<file path="src/rtl/regbank_pkg.sv">
package regbank_pkg;
   localparam int DATA_W    = 32;
   localparam int STRB_W    = DATA_W / 8;
   localparam int ADDR_STEP = DATA_W / 8;
   localparam logic [1:0] RESP_OKAY = 2'b00;

   typedef enum logic [1:0] {
      FK_RW    = 2'd0,
      FK_SPLIT = 2'd1,
      FK_W1C   = 2'd2,
      FK_PULSE = 2'd3
   } field_kind_e;

   function automatic logic [DATA_W-1:0] strb_to_mask(input logic [STRB_W-1:0] s);
      logic [DATA_W-1:0] m;
      for (int i = 0; i < STRB_W; i++) m[8*i +: 8] = {8{s[i]}};
      return m;
   endfunction
endpackage

</file>
<file path="src/rtl/regbank_axil.sv">
module regbank_axil
   import regbank_pkg::*;
#(
   parameter int ADDR_W = 5,
   localparam int LSB   = $clog2(ADDR_STEP),
   localparam int IDX_W = ADDR_W - LSB
)(
   input  logic              clk,
   input  logic              rst_n,
   input  logic              awvalid,
   output logic              awready,
   input  logic [ADDR_W-1:0] awaddr,
   input  logic              wvalid,
   output logic              wready,
   input  logic [DATA_W-1:0] wdata,
   input  logic [STRB_W-1:0] wstrb,
   output logic              bvalid,
   input  logic              bready,
   output logic [1:0]        bresp,
   input  logic              arvalid,
   output logic              arready,
   input  logic [ADDR_W-1:0] araddr,
   output logic              rvalid,
   input  logic              rready,
   output logic [DATA_W-1:0] rdata,
   output logic [1:0]        rresp,
   output logic              wr_fire,
   output logic [IDX_W-1:0]  wr_idx,
   output logic [DATA_W-1:0] wr_data,
   output logic [STRB_W-1:0] wr_strb,
   output logic [IDX_W-1:0]  rd_idx,
   input  logic [DATA_W-1:0] rd_word
);
   if (ADDR_W <= LSB) begin : g_addr_bad
      $error("ADDR_W too small for a word index");
   end

   logic aw_held, w_held;

   assign awready = !aw_held && !bvalid;
   assign wready  = !w_held && !bvalid;
   assign arready = !rvalid;
   assign wr_fire = aw_held && w_held && !bvalid;
   assign rd_idx  = araddr[ADDR_W-1:LSB];
   assign bresp   = RESP_OKAY;
   assign rresp   = RESP_OKAY;

   always_ff @(posedge clk or negedge rst_n) begin
      if (!rst_n) begin
         aw_held <= 1'b0;
         w_held  <= 1'b0;
         wr_idx  <= '0;
         wr_data <= '0;
         wr_strb <= '0;
         bvalid  <= 1'b0;
         rvalid  <= 1'b0;
         rdata   <= '0;
      end else begin
         if (awvalid && awready) begin
            aw_held <= 1'b1;
            wr_idx  <= awaddr[ADDR_W-1:LSB];
         end else if (wr_fire) begin
            aw_held <= 1'b0;
         end
         if (wvalid && wready) begin
            w_held  <= 1'b1;
            wr_data <= wdata;
            wr_strb <= wstrb;
         end else if (wr_fire) begin
            w_held <= 1'b0;
         end
         if (wr_fire)     bvalid <= 1'b1;
         else if (bready) bvalid <= 1'b0;
         if (arvalid && arready) begin
            rvalid <= 1'b1;
            rdata  <= rd_word;
         end else if (rready) begin
            rvalid <= 1'b0;
         end
      end
   end


   b_hold_chk: assert property (@(posedge clk) disable iff (!rst_n)
      (bvalid && !bready) |=> bvalid);

   r_hold_chk: assert property (@(posedge clk) disable iff (!rst_n)
      (rvalid && !rready) |=> (rvalid && $stable(rdata)));

   one_fire_chk: assert property (@(posedge clk) disable iff (!rst_n)
      wr_fire |=> !wr_fire);
endmodule

</file>
<file path="src/rtl/regbank_field.sv">
module regbank_field
   import regbank_pkg::*;
#(
   parameter int          W    = 8,
   parameter field_kind_e KIND = FK_RW
)(
   input  logic         clk,
   input  logic         rst_n,
   input  logic         wr_en,
   input  logic [W-1:0] wdata,
   input  logic [W-1:0] wmask,
   input  logic [W-1:0] hw_in,
   input  logic         hw_clr,
   output logic [W-1:0] hw_out,
   output logic [W-1:0] rd_val
);
   if (W < 1 || W > DATA_W) begin : g_w_bad
      $error("field width out of range");
   end

   logic [W-1:0] q, q_nxt, hit, lanes;

   assign lanes = wmask & {W{wr_en}};
   assign hit   = wdata & lanes;

   always_comb begin
      if (KIND == FK_W1C)        q_nxt = (q & ~hit) | hw_in;
      else if (KIND == FK_PULSE) q_nxt = hit;
      else                       q_nxt = (q & ~lanes) | hit;
      if (hw_clr) q_nxt = '0;
   end

   always_ff @(posedge clk or negedge rst_n) begin
      if (!rst_n) q <= '0;
      else        q <= q_nxt;
   end

   assign hw_out = q;

   if (KIND == FK_SPLIT) begin : g_rd_split
      assign rd_val = hw_in;
   end else if (KIND == FK_PULSE) begin : g_rd_pulse
      assign rd_val = '0;
   end else begin : g_rd_store
      assign rd_val = q;
   end

   if (KIND == FK_W1C) begin : g_w1c_chk

      set_kept_chk: assert property (@(posedge clk) disable iff (!rst_n)
         (|hw_in && !hw_clr) |=> ((q & $past(hw_in)) == $past(hw_in)));
   end
   if (KIND == FK_RW || KIND == FK_SPLIT) begin : g_lane_chk

      lane_keep_chk: assert property (@(posedge clk) disable iff (!rst_n)
         (wr_en && !hw_clr) |=> (((q ^ $past(q)) & ~$past(wmask)) == '0));
   end
   if (KIND == FK_PULSE) begin : g_pulse_chk

      pulse_width_chk: assert property (@(posedge clk) disable iff (!rst_n)
         (|q && !wr_en) |=> (q == '0));
   end
endmodule

</file>
<file path="src/rtl/field_regbank.sv">
module field_regbank
   import regbank_pkg::*;
#(
   parameter int ADDR_W = 5,
   parameter int STAT_W = 16,
   parameter int CTRL_W = 32,
   parameter int MODE_W = 12,
   parameter int EVT_W  = 8,
   parameter int PLS_W  = 4
)(
   input  logic              aclk,
   input  logic              aresetn,
   input  logic              s_awvalid,
   output logic              s_awready,
   input  logic [ADDR_W-1:0] s_awaddr,
   input  logic              s_wvalid,
   output logic              s_wready,
   input  logic [DATA_W-1:0] s_wdata,
   input  logic [STRB_W-1:0] s_wstrb,
   output logic              s_bvalid,
   input  logic              s_bready,
   output logic [1:0]        s_bresp,
   input  logic              s_arvalid,
   output logic              s_arready,
   input  logic [ADDR_W-1:0] s_araddr,
   output logic              s_rvalid,
   input  logic              s_rready,
   output logic [DATA_W-1:0] s_rdata,
   output logic [1:0]        s_rresp,
   input  logic [STAT_W-1:0] stat_in,
   output logic [CTRL_W-1:0] ctrl_out,
   output logic [MODE_W-1:0] mode_out,
   input  logic [MODE_W-1:0] mode_in,
   input  logic [EVT_W-1:0]  evt_set,
   input  logic              evt_clr,
   output logic [EVT_W-1:0]  evt_flags,
   output logic [PLS_W-1:0]  pls_out,
   input  logic              pls_clr
);
   localparam int NUM_REGS = 5;
   localparam int IDX_W    = ADDR_W - $clog2(ADDR_STEP);
   localparam logic [IDX_W-1:0] IX_STAT = IDX_W'(0);
   localparam logic [IDX_W-1:0] IX_CTRL = IDX_W'(1);
   localparam logic [IDX_W-1:0] IX_MODE = IDX_W'(2);
   localparam logic [IDX_W-1:0] IX_EVT  = IDX_W'(3);
   localparam logic [IDX_W-1:0] IX_PLS  = IDX_W'(4);

   if ((1 << IDX_W) < NUM_REGS) begin : g_map_bad
      $error("address width cannot reach every register");
   end
   if (STAT_W > DATA_W || CTRL_W > DATA_W || MODE_W > DATA_W ||
       EVT_W > DATA_W || PLS_W > DATA_W) begin : g_width_bad
      $error("a field is wider than the data bus");
   end

   logic              wr_fire;
   logic [IDX_W-1:0]  wr_idx, rd_idx;
   logic [DATA_W-1:0] wr_data, wr_mask, rd_word;
   logic [STRB_W-1:0] wr_strb;
   logic [CTRL_W-1:0] ctrl_rd;
   logic [MODE_W-1:0] mode_rd;
   logic [EVT_W-1:0]  evt_rd;
   logic [PLS_W-1:0]  pls_rd;

   regbank_axil #(.ADDR_W(ADDR_W)) u_bus (
      .clk(aclk), .rst_n(aresetn),
      .awvalid(s_awvalid), .awready(s_awready), .awaddr(s_awaddr),
      .wvalid(s_wvalid), .wready(s_wready), .wdata(s_wdata), .wstrb(s_wstrb),
      .bvalid(s_bvalid), .bready(s_bready), .bresp(s_bresp),
      .arvalid(s_arvalid), .arready(s_arready), .araddr(s_araddr),
      .rvalid(s_rvalid), .rready(s_rready), .rdata(s_rdata), .rresp(s_rresp),
      .wr_fire(wr_fire), .wr_idx(wr_idx), .wr_data(wr_data), .wr_strb(wr_strb),
      .rd_idx(rd_idx), .rd_word(rd_word)
   );

   assign wr_mask = strb_to_mask(wr_strb);

   regbank_field #(.W(CTRL_W), .KIND(FK_RW)) u_ctrl (
      .clk(aclk), .rst_n(aresetn), .wr_en(wr_fire && wr_idx == IX_CTRL),
      .wdata(wr_data[CTRL_W-1:0]), .wmask(wr_mask[CTRL_W-1:0]),
      .hw_in('0), .hw_clr(1'b0), .hw_out(ctrl_out), .rd_val(ctrl_rd)
   );

   regbank_field #(.W(MODE_W), .KIND(FK_SPLIT)) u_mode (
      .clk(aclk), .rst_n(aresetn), .wr_en(wr_fire && wr_idx == IX_MODE),
      .wdata(wr_data[MODE_W-1:0]), .wmask(wr_mask[MODE_W-1:0]),
      .hw_in(mode_in), .hw_clr(1'b0), .hw_out(mode_out), .rd_val(mode_rd)
   );

   regbank_field #(.W(EVT_W), .KIND(FK_W1C)) u_evt (
      .clk(aclk), .rst_n(aresetn), .wr_en(wr_fire && wr_idx == IX_EVT),
      .wdata(wr_data[EVT_W-1:0]), .wmask(wr_mask[EVT_W-1:0]),
      .hw_in(evt_set), .hw_clr(evt_clr), .hw_out(evt_flags), .rd_val(evt_rd)
   );

   regbank_field #(.W(PLS_W), .KIND(FK_PULSE)) u_pls (
      .clk(aclk), .rst_n(aresetn), .wr_en(wr_fire && wr_idx == IX_PLS),
      .wdata(wr_data[PLS_W-1:0]), .wmask(wr_mask[PLS_W-1:0]),
      .hw_in('0), .hw_clr(pls_clr), .hw_out(pls_out), .rd_val(pls_rd)
   );

   always_comb begin
      rd_word = '0;
      case (rd_idx)
         IX_STAT: rd_word[STAT_W-1:0] = stat_in;
         IX_CTRL: rd_word[CTRL_W-1:0] = ctrl_rd;
         IX_MODE: rd_word[MODE_W-1:0] = mode_rd;
         IX_EVT:  rd_word[EVT_W-1:0]  = evt_rd;
         IX_PLS:  rd_word[PLS_W-1:0]  = pls_rd;
         default: rd_word = '0;
      endcase
   end


   evt_clear_chk: assert property (@(posedge aclk) disable iff (!aresetn)
      evt_clr |=> (evt_flags == '0));

   pls_source_chk: assert property (@(posedge aclk) disable iff (!aresetn)
      (|pls_out) |-> $past(wr_fire && wr_idx == IX_PLS));

   reset_state_chk: assert property (@(posedge aclk) disable iff (!aresetn)
      $rose(aresetn) |-> (ctrl_out == '0 && mode_out == '0 &&
                          evt_flags == '0 && pls_out == '0));
endmodule

</file>
<file path="config.mk">
export PLATFORM = sky130hd
export DESIGN_NAME = field_regbank
export DESIGN_NICKNAME = d
export VERILOG_FILES = /design/src/rtl/regbank_pkg.sv /design/src/rtl/regbank_axil.sv /design/src/rtl/regbank_field.sv /design/src/rtl/field_regbank.sv
export SDC_FILE = /design/constraint.sdc
export NUM_CORES = 1
export LEC_CHECK = 0
export BUFFER_PORTS_ARGS = -buffer_cell sky130_fd_sc_hd__buf_2
export CAP_MARGIN = 20
export CORE_MARGIN = 10
export CORE_UTILIZATION = 36
export CTS_BUF_LIST = sky130_fd_sc_hd__clkbuf_16
export DETAILED_ROUTE_END_ITERATION = 8
export PLACE_DENSITY = 0.67
export SYNTH_ARGS = -nofsm -noshare
export SYNTH_HDL_FRONTEND = slang
export SYNTH_SLANG_ARGS = --single-unit
</file>
<file path="constraint.sdc">
create_clock -name aclk -period 1.7 [get_ports aclk]
set_clock_uncertainty 0.1 [all_clocks]
set_input_delay 0.255 -clock aclk [delete_from_list [all_inputs] [get_ports aclk]]
set_output_delay 0.255 -clock aclk [all_outputs]
set_load 0.02 [all_outputs]
</file>
==> results of run 1 <==
==> worst max-delay path, delay by kind of cell, from the launching register on <==
family,cells,cell delay (ps)
DFF,1,380
muxes,1,360
and+or+nand+nor,2,690
==> cells by family after synthesis <==
| logic type | Yosys count | synth area share (%) |
|---|---|---|
| AOI/OAI and AO/OA | 49 | 7.10 |
| buffers and inverters | 32 | 3.75 |
| DFF | 131 | 59.2 |
| muxes | 99 | 24.4 |
| other | 1 | 0.0677 |
| and+or+nand+nor | 43 | 5.51 |
==> final timing paths <==
check / endpoint / slack, ps / from / cells after the start
min: u_evt.hw_out[1] / 20 / evt_set[1] / 3
max: flop / 50 / u_bus.wr_idx[2] / 3
min in group asynchronous: async pin / 230 / aresetn / 2
max in group asynchronous: u_bus.rdata[17] / 680 / aresetn / 3
min reg2reg: u_bus.rdata[13] / 390 / u_bus.rdata[13] / 2
max reg2reg: flop / 50 / u_bus.wr_idx[2] / 3
==> final cells by class <==
cell class / instances / area, um^2 / share of cell area, %
clock inverters: 15 / 188 / 2.38
clock buffers: 17 / 425 / 5.40
multi-input cells: 195 / 2110 / 26.7
inverters: 10 / 37.5 / 0.476
repair buffers: 248 / 1600 / 20.3
diodes: 2 / 5.00 / 0.0635
flip-flops and latches: 131 / 3280 / 41.6
well taps: 188 / 235 / 2.99
==> cells in the final DEF (no fill, tap or decap), drive strengths merged <==
cell	count
dlygate4sd3	48
and3	2
clkinv	6
mux4	8
nor3	1
a21o	1
bufinv	4
or3	1
a22o	28
nand4bb	2
diode	2
o21ai	10
dfrtp	131
and4b	1
mux2	83
and4bb	1
nor4b	1
a211oi	1
nand2b	2
nor4bb	1
buf	200
nor2	12
conb	4
and2	5
nand3	1
clkinvlp	2
mux2i	8
a311oi	8
o21a	1
inv	13
nand2	4
clkbuf	17
nand3b	5
nor2b	3
nand4b	1
==> metrics by stage <==
stage	cell area (um^2)	power [mW]	hold slack, ps	setup TNS (ps)	std cells
after floorplan	5560	7.84	-141	-47.8	358
after global placement	6730	9.36	138	0	723
after detailed placement	6730	9.52	140	-53.9	723
after CTS	7830	13.5	0.172	0	803
after global routing	7880	14.0	10.1	-20.8	805
final	7880	13.4	20.5	0	806
==> timing repair <==
| item | 4_1_cts | 5_1_grt |
|---|---|---|
| setup endpoints to repair | 12 | 21 |
| buffers inserted | 0 | 1 |
| gates resized for setup | 2 | 6 |
| endpoints found under the hold margin | 74 | 0 |
| hold buffers | 48 | 0 |
| cloned | 0 | 0 |
| pin swaps | 0 | 0 |
==> where the power goes <==
part	switching [mW]	internal [mW]	leakage, nW
clock	1.35	2.44	0.300
combinational	2.10	2.30	2.05
sequential	0.914	4.27	1.68
==> per-layer routing <==
layer	routed length, um	track usage [%]	share of wire (%)	vias up
met4	444	7.74	2.9	0
met1	6100	17.1	39	1981
li1	-	-	-	1797
met2	7990	25.7	52	132
met3	915	4.26	5.9	36
met5	0	0	0	-
==> impl_metrics.json, run 1 <==
{
  "synth_cell_types": 37,
  "hp-class": "input pin to flop",
  "via_count": 3946,
  "numCtsBuffers": 17,
  "drt-pass1-iter-count": 4,
  "netlist_top_cells_area": "dfrtp_1, mux2_4, mux2_2",
  "drive_above_1_share_pct": 53.7,
  "crit_type": "flop to flop",
  "fin_crit_ps": 1650,
  "worst_pin_slew_ps": 537,
  "antenna_found_initial": 1,
  "synthArstFlopShare_pct": 100,
  "period_share_pct": 97.3,
  "path_cells": "and4bb_4, and4b_2, mux2_2",
  "grt_usage_pct": 15.2,
  "cts_tree": "built",
  "slew_headroom_pct": 64.1,
  "syn_area_per_cell_um2": 15.6,
  "grt_pass1_wl_mm": 24.2,
  "synthTopCellsByCount": "dfrtp_1, mux2_4, mux2_2",
  "drtAntennaViolNets": 0,
  "synth_enable_flop_cells": 0,
  "clock_latency_ps": 420,
  "die_y_um": 144,
  "grt_pass1_vias": 4428,
  "worst_slack_ps": 46.7,
  "synth_area_leader_cell": "dfrtp_1",
  "cts.sinks": 131,
  "fmax_mhz": 605,
  "power_leakage_nw": 4.02,
  "setup_viol": 0,
  "max-vdd-ir-drop_mv": 0.983,
  "drv_slew": 0,
  "clk_path_buf_depth": 2,
  "syn_to_final_growth_pct": 42.3,
  "vias_per_cell": 4.90,
  "p_per_area_mw_per_mm2": 1700,
  "dp_hpwl_mm": 11.6,
  "netlist_instances": 355,
  "grt_overflow": 0,
  "drv_cap": 0,
  "wl_per_cell_um": 19.2,
  "wirelength_mm": 15.4,
  "die_w_um": 144,
  "synth_flop_cell": "dfrtp_1",
  "cp-end-kind": "flop",
  "preCtsSetupSlack_ps": -14.9,
  "rsz0062_at_grt": "true",
  "clk_pin_slew_ps": 60,
  "io_pins": 188,
  "drcViolationCount": 0,
  "slowest_stage": "dfrtp_1",
  "hold_violations": 0,
  "fin_util_pct": 52.0,
  "fin_nets": 694,
  "ys_seq_area_share_pct": 59.2,
  "nFillCells": 1265,
  "slowest_delay_ps": 380,
  "cp-start-kind": "flop",
  "drt_iter0_markers": 136,
  "core_mm2": 0.0151,
  "root_buffer": "clkbuf_16",
  "initial_core_util_pct": 36.6,
  "cp_max_fo": 4,
  "outcome": "finished clean",
  "synth.most_common_cell": "dfrtp_1",
  "synth_area_mm2": 0.00554,
  "ys_ff_latch": 131,
  "cp.arrival_ps": 1850,
  "required_ps": 1900,
  "portBuffers": 179,
  "num_rows": 45,
  "yosys.area.top_type_share_pct": 59.2,
  "yosys_warnings": 0,
  "cts_htree_levels": 4,
  "die_area_mm2": 0.0207,
  "gp_congestion": 0.809,
  "grt_max_degree": 37
}
No activity file was read; power rests on OpenSTA's default activity.
==> run 2, diff against run 1 <==
--- a/config.mk
+++ b/config.mk
@@ -11,7 +11,6 @@
 export CORE_UTILIZATION = 36
 export CTS_BUF_LIST = sky130_fd_sc_hd__clkbuf_16
 export DETAILED_ROUTE_END_ITERATION = 8
-export PLACE_DENSITY = 0.67
 export SYNTH_ARGS = -nofsm -noshare
 export SYNTH_HDL_FRONTEND = slang
 export SYNTH_SLANG_ARGS = --single-unit
==> impl_metrics.json, run 2 (synthesis results as in run 1) <==
{
  "root_buffer": "clkbuf_16",
  "portBuffers": 179,
  "period_share_pct": 96.3,
  "nFillCells": 1277,
  "final_common_cell": "buf_2",
  "grt_overflow": 0,
  "dp_hpwl_mm": 11.5,
  "hold_ws_ps": 14.7,
  "cts_htree_levels": 4,
  "drv_slew": 0,
  "hp-class": "input pin to flop",
  "fmax_mhz": 611,
  "outcome": "finished clean",
  "slowest_delay_ps": 380,
  "grt_pass1_wl_mm": 24.2,
  "hp-start": "evt_set[5]",
  "numCtsBuffers": 17,
  "cp-end-kind": "flop",
  "vias_per_cell": 4.86,
  "drv_cap": 0,
  "r2r_cells": 4,
  "slowest_stage": "dfrtp_1",
  "antenna_cells": 0,
  "drcViolationCount": 0,
  "power_leakage_nw": 4.03,
  "clock_latency_ps": 420,
  "antenna_found_initial": 0,
  "drtAntennaViolNets": 0,
  "crit_type": "flop to flop",
  "fin_util_pct": 52.2,
  "hold_violations": 0,
  "grt_usage_pct": 15.2,
  "drt-pass1-iter-count": 4,
  "stdcell_area_mm2": 0.00791,
  "cp_max_fo": 8,
  "whs_path_depth": 3,
  "setup_viol": 0,
  "wirelength_mm": 15.3,
  "max-vdd-ir-drop_mv": 0.820,
  "reg2reg_setup_slack_ps": 60,
  "via_count": 3925,
  "cts.sinks": 131,
  "wl_per_cell_um": 18.9,
  "rsz0062_at_grt": "false",
  "clk_pin_slew_ps": 60,
  "core_mm2": 0.0151,
  "io_pins": 188,
  "num_rows": 45,
  "fin_nets": 698,
  "crit-reg2reg-launch": "u_bus.wr_idx[2]",
  "clk_path_buf_depth": 2,
  "required_ps": 1900,
  "whs_endpoint": "u_evt.hw_out[5]",
  "cts_tree": "built",
  "gp_congestion": 0.819,
  "syn_to_final_growth_pct": 42.8,
  "grt_pass1_vias": 4384,
  "final_cell_mix": "buf_2, dfrtp_1, dlygate4sd3_1",
  "grt_max_degree": 52,
  "cp.arrival_ps": 1840,
  "drt_iter0_markers": 130,
  "die_y_um": 144,
  "post_dp_cell_area_mm2": 0.00677,
  "tns_ps": 0,
  "p_per_area_mw_per_mm2": 1680,
  "cp-start-kind": "flop",
  "fin_crit_ps": 1640,
  "die_area_mm2": 0.0207,
  "path_cells": "and4bb_4, and3_1, buf_12, mux2_4",
  "drive_above_1_share_pct": 54.0,
  "die_w_um": 144,
  "initial_core_util_pct": 36.6
}
## run 2: cell count changes in the layout (fill, tap and decap cells not counted), sizes merged, moves of 2 or more
cell      before  now
clkinv         6    2
buf          200  203
clkinvlp       2    5
diode          2    0
inv           13   15
## run 2: metrics by stage
stage               cells  setup WS [ps]  total power [mW]
floorplan             358          -5.09              7.84
global placement      726           38.2              9.39
detailed placement    726          -9.96              9.53
CTS                   808           2.79              13.4
global route          808           3.21              14.1
finish                808           62.8              13.3
## run 2: worst max-delay path by stage
| stage | startpoint | end | slack (ps) | cells past startpoint |
|---|---|---|---|---|
| detailed placement | u_bus.wr_idx[0] | flop | -10 | 4 |
| finish | u_bus.wr_idx[2] | flop | 60 | 4 |
| global route | u_bus.bvalid | u_bus.wr_idx[1] | 3 | 4 |
| floorplan | u_bus.bvalid | flop | -5 | 4 |
| CTS | u_bus.w_held | u_evt.hw_out[5] | 3 | 4 |
| global placement | u_bus.wr_idx[2] | flop | 40 | 3 |
## run 2: cell type report
| type | instances | area [um^2] | area share, % |
|---|---|---|---|
| flip-flops and latches | 131 | 3280 | 41.5 |
| multi-input cells | 195 | 2090 | 26.5 |
| repair buffers | 252 | 1650 | 20.9 |
| inverters | 10 | 37.5 | 0.475 |
| well taps | 188 | 235 | 2.98 |
| clock buffers | 17 | 425 | 5.38 |
| clock inverters | 15 | 183 | 2.31 |
## run 2: timing repair
| item | 4_1_cts | 5_1_grt |
|---|---|---|
| endpoints found under the hold margin | 93 | 0 |
| setup buffers | 1 | 0 |
| hold buffers | 49 | 0 |
| gates resized for setup | 0 | 7 |
| endpoints found under the setup margin | 8 | 23 |
## run 2: power breakdown
part | total (mW) | internal, mW | switching [mW]
Clock | 3.73 | 2.32 | 1.42
Sequential | 5.19 | 4.27 | 0.923
Combinational | 4.39 | 2.31 | 2.09
## run 2: worst max-delay path: cells and delay by family (launching register included)
family                 cells  cell delay (ps)
multiplexers               1              300
AND/OR/NAND/NOR            2              580
flip-flops                 1              380
buffers and inverters      1              150
## run 2: per-layer routing
metal	GRT usage, %	part of all wire [%]	vias up
li1	-	-	1807
met1	18.1	41	1978
met2	24.8	50	113
met3	4.62	6.5	27
met4	6.77	2.3	0
met5	0	0	-
